==> src/rtl/i2c_regfront.sv <==
module i2c_regfront #(
  parameter int DEPTH = 8,
  parameter int AW    = 7,
  parameter int CFG_W = 16,
  parameter int BC_W  = 8
) (
  input  logic             clk,
  input  logic             rst_n,
  input  logic             reg_wr,
  input  logic             reg_rd,
  input  logic [AW-1:0]    reg_addr,
  input  logic [31:0]      reg_wdata,
  output logic [31:0]      reg_rdata,
  output logic             irq,
  output logic             cmd_valid,
  input  logic             cmd_ready,
  output logic [1:0]       cmd_kind,
  output logic [7:0]       cmd_byte,
  output logic             cmd_nack,
  input  logic             evt_rx_valid,
  input  logic [7:0]       evt_rx_byte,
  input  logic             evt_nack,
  input  logic             evt_arb_lost,
  input  logic             eng_busy,
  input  logic             bus_busy,
  input  logic [1:0]       bus_lines,
  output logic             eng_run,
  output logic             scl_release,
  output logic             bus_force_rst,
  output logic [6:0]       own_addr,
  output logic [CFG_W-1:0] cfg_cycle,
  output logic [CFG_W-1:0] cfg_low,
  output logic [CFG_W-1:0] cfg_stop_setup,
  output logic [CFG_W-1:0] cfg_data_setup,
  output logic [CFG_W-1:0] cfg_noise
);
  localparam int PW = $clog2(DEPTH);
  localparam int CW = PW + 1;
  localparam logic [9:0] INT_MASK = 10'h216;

  localparam logic [AW-1:0] A_CR   = AW'(8'h00);
  localparam logic [AW-1:0] A_DATA = AW'(8'h04);
  localparam logic [AW-1:0] A_OWN  = AW'(8'h0C);
  localparam logic [AW-1:0] A_CYC  = AW'(8'h10);
  localparam logic [AW-1:0] A_LOW  = AW'(8'h14);
  localparam logic [AW-1:0] A_SSU  = AW'(8'h18);
  localparam logic [AW-1:0] A_DSU  = AW'(8'h1C);
  localparam logic [AW-1:0] A_INT  = AW'(8'h20);
  localparam logic [AW-1:0] A_IEN  = AW'(8'h24);
  localparam logic [AW-1:0] A_ICL  = AW'(8'h28);
  localparam logic [AW-1:0] A_STAT = AW'(8'h2C);
  localparam logic [AW-1:0] A_RST  = AW'(8'h34);
  localparam logic [AW-1:0] A_MON  = AW'(8'h38);
  localparam logic [AW-1:0] A_NF   = AW'(8'h3C);
  localparam logic [AW-1:0] A_TBC  = AW'(8'h40);
  localparam logic [AW-1:0] A_RBC  = AW'(8'h44);
  localparam logic [AW-1:0] A_TBM  = AW'(8'h48);
  localparam logic [AW-1:0] A_RBM  = AW'(8'h4C);
  localparam logic [AW-1:0] A_BRST = AW'(8'h50);

  localparam logic [1:0] K_START = 2'd0;
  localparam logic [1:0] K_WRITE = 2'd1;
  localparam logic [1:0] K_READ  = 2'd2;
  localparam logic [1:0] K_STOP  = 2'd3;

  function automatic logic [PW-1:0] nxt(input logic [PW-1:0] p);
    return (p == PW'(DEPTH - 1)) ? '0 : p + PW'(1);
  endfunction

  logic [8:0]    tx_mem [DEPTH];
  logic [8:0]    rx_mem [DEPTH];
  logic [PW-1:0] tx_wp, tx_rp, rx_wp, rx_rp;
  logic [CW-1:0] tx_cnt, rx_cnt;

  logic cr_mst, cr_sta, cr_sto, cr_nack;
  logic active, rd_mode, rd_pending, rd_last;
  logic [9:0] intr, ien;
  logic [1:0] brst;
  logic [BC_W-1:0] tbc, rbc, tbcm, rbcm;

  logic tx_empty, tx_full, rx_empty, rx_full;
  logic wr_data, rd_data, soft_rst, tx_flush, rx_flush;
  logic tx_push, tx_pop, rx_push, rx_pop;
  logic [8:0] tx_head;
  logic go_start, go_write, go_stop, go_read, fire;
  logic te_set, rb_set, dev_busy;
  logic [9:0] int_set, int_clr;
  logic unused_wd;

  assign unused_wd = ^reg_wdata[31:CFG_W];

  assign tx_empty = (tx_cnt == '0);
  assign tx_full  = (tx_cnt == CW'(DEPTH));
  assign rx_empty = (rx_cnt == '0);
  assign rx_full  = (rx_cnt == CW'(DEPTH));
  assign tx_head  = tx_mem[tx_rp];

  assign wr_data  = reg_wr && reg_addr == A_DATA;
  assign rd_data  = reg_rd && reg_addr == A_DATA;
  assign soft_rst = reg_wr && reg_addr == A_RST && reg_wdata[0];
  assign tx_flush = reg_wr && reg_addr == A_RST && reg_wdata[2];
  assign rx_flush = reg_wr && reg_addr == A_RST && reg_wdata[1];

  assign go_start = cr_sta && !tx_empty && tx_head[8];
  assign go_write = !go_start && active && !rd_mode && !tx_empty && !tx_head[8];
  assign go_stop  = !go_start && cr_sto && active && !rd_pending && (rd_mode || tx_empty);
  assign go_read  = !go_start && !go_stop && active && rd_mode && !rd_pending
                    && !rd_last && !cr_sto && !rx_full;

  assign eng_run     = brst[1];
  assign scl_release = brst[0];
  assign cmd_valid   = eng_run && (go_start || go_write || go_stop || go_read);
  assign cmd_kind    = go_start ? K_START : go_write ? K_WRITE : go_read ? K_READ : K_STOP;
  assign cmd_byte    = (go_start || go_write) ? tx_head[7:0] : 8'h00;
  assign cmd_nack    = go_read && cr_nack;
  assign fire        = cmd_valid && cmd_ready;

  assign tx_push = wr_data && !tx_full;
  assign tx_pop  = fire && (cmd_kind == K_START || cmd_kind == K_WRITE);
  assign rx_push = evt_rx_valid && !rx_full;
  assign rx_pop  = rd_data && !rx_empty;

  assign te_set  = cr_mst && tx_empty && !cr_sta && !eng_busy;
  assign rb_set  = evt_rx_valid && (rbc == '0 || rbcm + BC_W'(1) == rbc);
  assign int_set = {te_set, 4'b0, rb_set, 1'b0, evt_nack, evt_arb_lost, 1'b0};
  assign int_clr = (reg_wr && reg_addr == A_ICL) ? (reg_wdata[9:0] & INT_MASK) : '0;
  assign dev_busy = active || eng_busy || cmd_valid;
  assign irq     = |(intr & ien);

  always_ff @(posedge clk) begin
    if (tx_push) tx_mem[tx_wp] <= reg_wdata[8:0];
    if (rx_push) rx_mem[rx_wp] <= {1'b0, evt_rx_byte};
  end

  always_ff @(posedge clk) begin
    if (!rst_n || soft_rst || tx_flush) begin
      tx_wp <= '0; tx_rp <= '0; tx_cnt <= '0;
    end else begin
      if (tx_push) tx_wp <= nxt(tx_wp);
      if (tx_pop)  tx_rp <= nxt(tx_rp);
      tx_cnt <= tx_cnt + CW'(tx_push) - CW'(tx_pop);
    end
  end

  always_ff @(posedge clk) begin
    if (!rst_n || soft_rst || rx_flush) begin
      rx_wp <= '0; rx_rp <= '0; rx_cnt <= '0;
    end else begin
      if (rx_push) rx_wp <= nxt(rx_wp);
      if (rx_pop)  rx_rp <= nxt(rx_rp);
      rx_cnt <= rx_cnt + CW'(rx_push) - CW'(rx_pop);
    end
  end

  always_ff @(posedge clk) begin
    if (!rst_n) bus_force_rst <= 1'b0;
    else        bus_force_rst <= soft_rst;
  end

  always_ff @(posedge clk) begin
    if (!rst_n || soft_rst) begin
      {cr_mst, cr_sta, cr_sto, cr_nack} <= '0;
      {active, rd_mode, rd_pending, rd_last} <= '0;
      intr <= '0; ien <= '0; brst <= '0;
      tbc <= '0; rbc <= '0; tbcm <= '0; rbcm <= '0;
      own_addr <= '0; cfg_cycle <= '0; cfg_low <= '0;
      cfg_stop_setup <= '0; cfg_data_setup <= '0; cfg_noise <= '0;
    end else begin
      if (fire) begin
        case (cmd_kind)
          K_START: begin
            cr_sta <= 1'b0; active <= 1'b1; rd_mode <= tx_head[0];
            rd_last <= 1'b0; rd_pending <= 1'b0; tbcm <= '0; rbcm <= '0;
          end
          K_WRITE: tbcm <= tbcm + BC_W'(1);
          K_READ: begin
            rd_pending <= 1'b1;
            if (cr_nack) begin rd_last <= 1'b1; cr_nack <= 1'b0; end
          end
          default: begin cr_sto <= 1'b0; active <= 1'b0; rd_mode <= 1'b0; end
        endcase
      end
      if (evt_rx_valid) begin rd_pending <= 1'b0; rbcm <= rbcm + BC_W'(1); end
      if (evt_nack) rd_pending <= 1'b0;
      if (evt_arb_lost) begin active <= 1'b0; rd_mode <= 1'b0; rd_pending <= 1'b0; end
      if (cr_sto && !active && !cr_sta) cr_sto <= 1'b0;
      intr <= (intr & ~int_clr) | int_set;
      if (reg_wr) begin
        case (reg_addr)
          A_CR:   {cr_mst, cr_sta, cr_sto, cr_nack} <= reg_wdata[3:0];
          A_OWN:  own_addr <= reg_wdata[6:0];
          A_CYC:  cfg_cycle <= reg_wdata[CFG_W-1:0];
          A_LOW:  cfg_low <= reg_wdata[CFG_W-1:0];
          A_SSU:  cfg_stop_setup <= reg_wdata[CFG_W-1:0];
          A_DSU:  cfg_data_setup <= reg_wdata[CFG_W-1:0];
          A_NF:   cfg_noise <= reg_wdata[CFG_W-1:0];
          A_IEN:  ien <= reg_wdata[9:0] & INT_MASK;
          A_TBC:  tbc <= reg_wdata[BC_W-1:0];
          A_RBC:  rbc <= reg_wdata[BC_W-1:0];
          A_BRST: brst <= reg_wdata[1:0];
          default: ;
        endcase
      end
    end
  end

  always_comb begin
    reg_rdata = '0;
    case (reg_addr)
      A_CR:   reg_rdata = 32'({cr_mst, cr_sta, cr_sto, cr_nack});
      A_DATA: reg_rdata = rx_empty ? 32'h0 : 32'(rx_mem[rx_rp]);
      A_OWN:  reg_rdata = 32'(own_addr);
      A_CYC:  reg_rdata = 32'(cfg_cycle);
      A_LOW:  reg_rdata = 32'(cfg_low);
      A_SSU:  reg_rdata = 32'(cfg_stop_setup);
      A_DSU:  reg_rdata = 32'(cfg_data_setup);
      A_INT:  reg_rdata = 32'(intr);
      A_IEN:  reg_rdata = 32'(ien);
      A_STAT: reg_rdata = 32'({dev_busy, 3'b0, bus_busy, 4'b0,
                               rx_full, !rx_empty, !tx_full, tx_empty});
      A_MON:  reg_rdata = 32'(bus_lines);
      A_NF:   reg_rdata = 32'(cfg_noise);
      A_TBC:  reg_rdata = 32'(tbc);
      A_RBC:  reg_rdata = 32'(rbc);
      A_TBM:  reg_rdata = 32'(tbcm);
      A_RBM:  reg_rdata = 32'(rbcm);
      A_BRST: reg_rdata = 32'(brst);
      default: reg_rdata = '0;
    endcase
  end
endmodule

==> config.mk <==
export PLATFORM = sky130hd
export DESIGN_NAME = i2c_regfront
export DESIGN_NICKNAME = d
export VERILOG_FILES = /design/src/rtl/i2c_regfront.sv
export SDC_FILE = /design/constraint.sdc
export NUM_CORES = 1
export LEC_CHECK = 0
export ABC_AREA = 1
export BUFFER_PORTS_ARGS = -buffer_cell sky130_fd_sc_hd__buf_2
export CAP_MARGIN = 10
export CORE_ASPECT_RATIO = 1.4
export CORE_UTILIZATION = 47
export CTS_CLUSTER_DIAMETER = 100
export CTS_CLUSTER_SIZE = 24
export DETAILED_ROUTE_END_ITERATION = 10
export PLACE_DENSITY_LB_ADDON = 0.25
export SLEW_MARGIN = 10
export SYNTH_ARGS = -nofsm -noshare
export SYNTH_HDL_FRONTEND = slang
export SYNTH_SLANG_ARGS = --single-unit
==> constraint.sdc <==
create_clock -name clk -period 2.86 [get_ports clk]
set_input_delay 0.143 -clock clk [delete_from_list [all_inputs] [get_ports clk]]
set_output_delay 0.143 -clock clk [all_outputs]
set_load 0.03 [all_outputs]
==> flow_summary_export.csv <==
group,metric,value,unit
power_and_ir_drop,p_comb_share,6.8,%
timing,fin_setup_tns,0,ns
finish,antennaDiodeCount,0,
power_and_ir_drop,power,7590,uW
critical_path,crit_fanout,4,
critical_path,crit_required,2.72,ns
detailed_routing,vias,11340,
floorplan,initial_core_util,48.02,%
finish,synthToLayoutAreaGrowth,14.73,%
yosys,synth_seq_area_share,55.29,%
critical_path,cp_slowest_stage_delay,0.32,ns
timing,period_share,92.92,%
global_routing,antenna_found_initial,0,
power_and_ir_drop,p_per_area,496.5,nW/um^2
cts,clockBufferDepth,3,
power_and_ir_drop,pwr-share-clk,32.9,%
yosys,synth-simple-area-share,20.23,%
cts,cts_max_level,1,
yosys,synth_top_family_by_area,"simple AND/OR/NAND/NOR gates",
critical_path,crit_chain,"inv_1 > ha_1 > nand3_1 > inv_1 > nor2_1 > nand3_1 > nand4_1 > nand2_1 > nand3_1 > nand2_1 > nand3_1 > buf_2",
floorplan,die-area,29040,sq um
power_and_ir_drop,p_switching,1757,uW
yosys,yosys_warnings,0,
yosys,synth.mux.area_fraction,0.6009,%
yosys,ys_types,51,
critical_path,crit_top_cell,"nand3_1",
yosys,netlist_instances,1509,
detailed_routing,detail_route.wl_per_cell,18.56,um
power_and_ir_drop,max-vdd-ir-drop,0.0006275,V
timing,worst_slack,0.2024,ns
critical_path,startpoint_type,"flop",
detailed_routing,ant_nets,0,
placed_design,dp_cells,2017,
finish,layout_commonest_cell,"nand2_1",
yosys,synth_compound_area_share,14.30,%
placed_design,place_ws,0.2157,ns
floorplan,core_area,27750,sq um
detailed_routing,firstDrtPassIters,6,
detailed_routing,first_iter_violations,804,
yosys,synth_edf_count,136,
cts,cts_num_sinks,300,
yosys,synthFlopType,"dfxtp_1",
finish,stdcell_count,2065,
cts,cts_buffers,16,
power_and_ir_drop,p_seq_share,60.3,%
power_and_ir_drop,power_switching_share,23.15,%
placed_design,hpwl,28490,um
run_status,status,"completed",
timing,finalSetupViolations,0,
global_routing,grt_pass1_vias,10789,
critical_path,crit_arrival,2.51,ns
placed_design,gp_congestion,0.9512,
timing,final.min_clock_period,2.658,ns
timing,skew,0.02409,ns
detailed_routing,drc_errors,0,
global_routing,grt_pass1_wl,58840,um
yosys,synth_area,13330,sq um
yosys,syn_avg_cell_area,8.831,sq um
yosys,synth-seq-cells,300,
placed_design,port_buffers,161,
global_routing,grt_usage,26.45,%
floorplan,die_w,144.3,um
critical_path,critPathKind,"reg2out",
power_and_ir_drop,p_int,5833,uW
critical_path,cp_num_buf_inv,3,
critical_path,crit_path_end_kind,"output pin",
floorplan,io_pins,194,
timing,fmax,376.3,MHz
floorplan,die_y,201.2,um
critical_path,crit_family,"simple AND/OR/NAND/NOR gates",
critical_path,slowest_stage,"dfxtp_1",
global_routing,grt_overflow,0,
timing,hold_viol_final,0,
global_routing,grt_max_degree,92,
timing,worst_pin_slew,0.9165,ns
detailed_routing,drt_wl_total,38340,um
cts,cts_tree,"yes",
floorplan,rows,72,
job,cap_violations,0,
cts,cts_root_buf,"clkbuf_16",
finish,drive_above_1_share,15.81,%
finish,nets,1767,
finish,final_cell_mix,"nand2_1, a21oi_1, dfxtp_1, buf_2, edfxtp_1",
yosys,synth-adder-area-share,2.272,%
yosys,synthArstFlopShare,0,%
min_path,hp-class,"in2reg",
timing,finalMaxSlewViolations,0,
timing,rsz0062_at_grt,"no",
cts,clk_latency,0.52,ns
power_and_ir_drop,p_leak,0.005918,uW
detailed_routing,avgViaCountPerCell,5.492,
cts,clk_pin_slew_worst_paths,0.10,ns
yosys,yosys.area_share.xor_xnor,0.5258,%
timing,max-slew-margin-rel,38.49,%
## repair_timing
action	4_1_cts	5_1_grt
gates resized for setup	1	2
endpoints found under the hold margin	102	0
setup buffers	0	0
hold buffers	20	0
endpoints found under the setup margin	1	2
pin swaps	0	0
## cell families (layout without fill, tap and decap cells)
kind of cell,after synthesis,count (layout)
xor+xnor,8,8
flops,300,300
simple gates,638,638
compound gates,319,319
other cells,1,16
mux,8,8
buf+inv,212,383
fa+ha+maj,23,23
## synth_stat cells, types with 3 or more instances
master / number / area, sq um
a211oi_1: 13 / 97.59
a21oi_1: 183 / 915.9
a221oi_1: 18 / 157.7
a22o_1: 10 / 87.58
a22oi_1: 7 / 52.55
a32o_1: 9 / 90.09
buf_2: 25 / 125.1
buf_4: 17 / 127.6
clkbuf_1: 38 / 142.6
dfxtp_1: 164 / 3283
edfxtp_1: 136 / 4084
ha_1: 21 / 262.8
inv_1: 118 / 442.9
inv_2: 7 / 26.28
mux2i_1: 8 / 80.08
nand2_1: 411 / 1543
nand2_2: 4 / 25.02
nand3_1: 54 / 270.3
nand3_2: 4 / 40.04
nand4_1: 17 / 106.4
nor2_1: 105 / 394.1
nor2_2: 6 / 37.54
nor2_4: 7 / 78.83
nor3_1: 15 / 75.07
o2111ai_1: 3 / 26.28
o211ai_1: 6 / 45.04
o21ai_0: 46 / 230.2
o221ai_1: 8 / 70.07
o22ai_1: 6 / 37.54
o32ai_1: 6 / 52.55
or2_2: 5 / 31.28
xor2_1: 6 / 52.55
## power by group through the flow
| stage | logic, uW | clock network [uW] | registers (uW) |
|---|---|---|---|
| detailed placement | 492 | 0 | 4670 |
| floorplan | 317 | 0 | 4670 |
| CTS | 515 | 2550 | 4570 |
| global route | 569 | 2690 | 4580 |
| finish | 517 | 2500 | 4570 |
| global placement | 479 | 0 | 4670 |
## metrics by stage
stage	cell area (sq um)	utilization, %	hold slack (ns)
2_1_floorplan	13380	-	0.2419
3_3_place_gp	14600	52.63	0.4075
3_5_place_dp	14600	52.63	0.4085
4_1_cts	15280	55.09	0.0008922
5_1_grt	15290	55.10	0.01166
6_report	15290	55.10	0.01411
## tightest hold or removal path: stages
cell     delay [ns]
buf_2          0.19
nand2_1        0.10
a21oi_1        0.06
## area by class of cell
type                            instances  area, sq um
Inverter                              129        488.0
Clock inverter                          1        16.27
Multi-Input combinational cell       1012         5121
Tap cell                              370        462.9
Fill cell                            2576        12460
Sequential cell                       300         7368
Clock buffer                           27        462.9
Timing Repair Buffer                  226         1369
## state kept, by name, summed over array words and instances (netlist names), 4 cells and up, named ones only
signal	cells
rx_cnt	4
tbc	8
intr	4
own_addr	7
cfg_data_setup	16
cfg_low	16
tx_mem	72
rx_mem	64
rbc	8
tx_cnt	4
rbcm	8
ien	4
tbcm	8
cfg_cycle	16
cfg_stop_setup	16
cfg_noise	16
## final timing paths
kind | end | from | cells after the start | slack [ns]
min reg2reg | ien[4] | ien[4] | 2 | 0.47
max reg2reg | tx_cnt[2] | tx_cnt[2] | 16 | 0.24
min | cfg_low[9] | reg_wdata[9] | 3 | 0.01
max | reg_rdata[12] | tx_cnt[2] | 12 | 0.20
## layer usage
layer	up-vias	wire length (um)	GRT usage (%)
li1	5430	-	-
met1	5337	14360	30.72
met2	448	18910	45.52
met3	125	3004	5.212
met4	0	2055	13.57
met5	-	0	0
No activity file was read; power rests on OpenSTA's default activity.
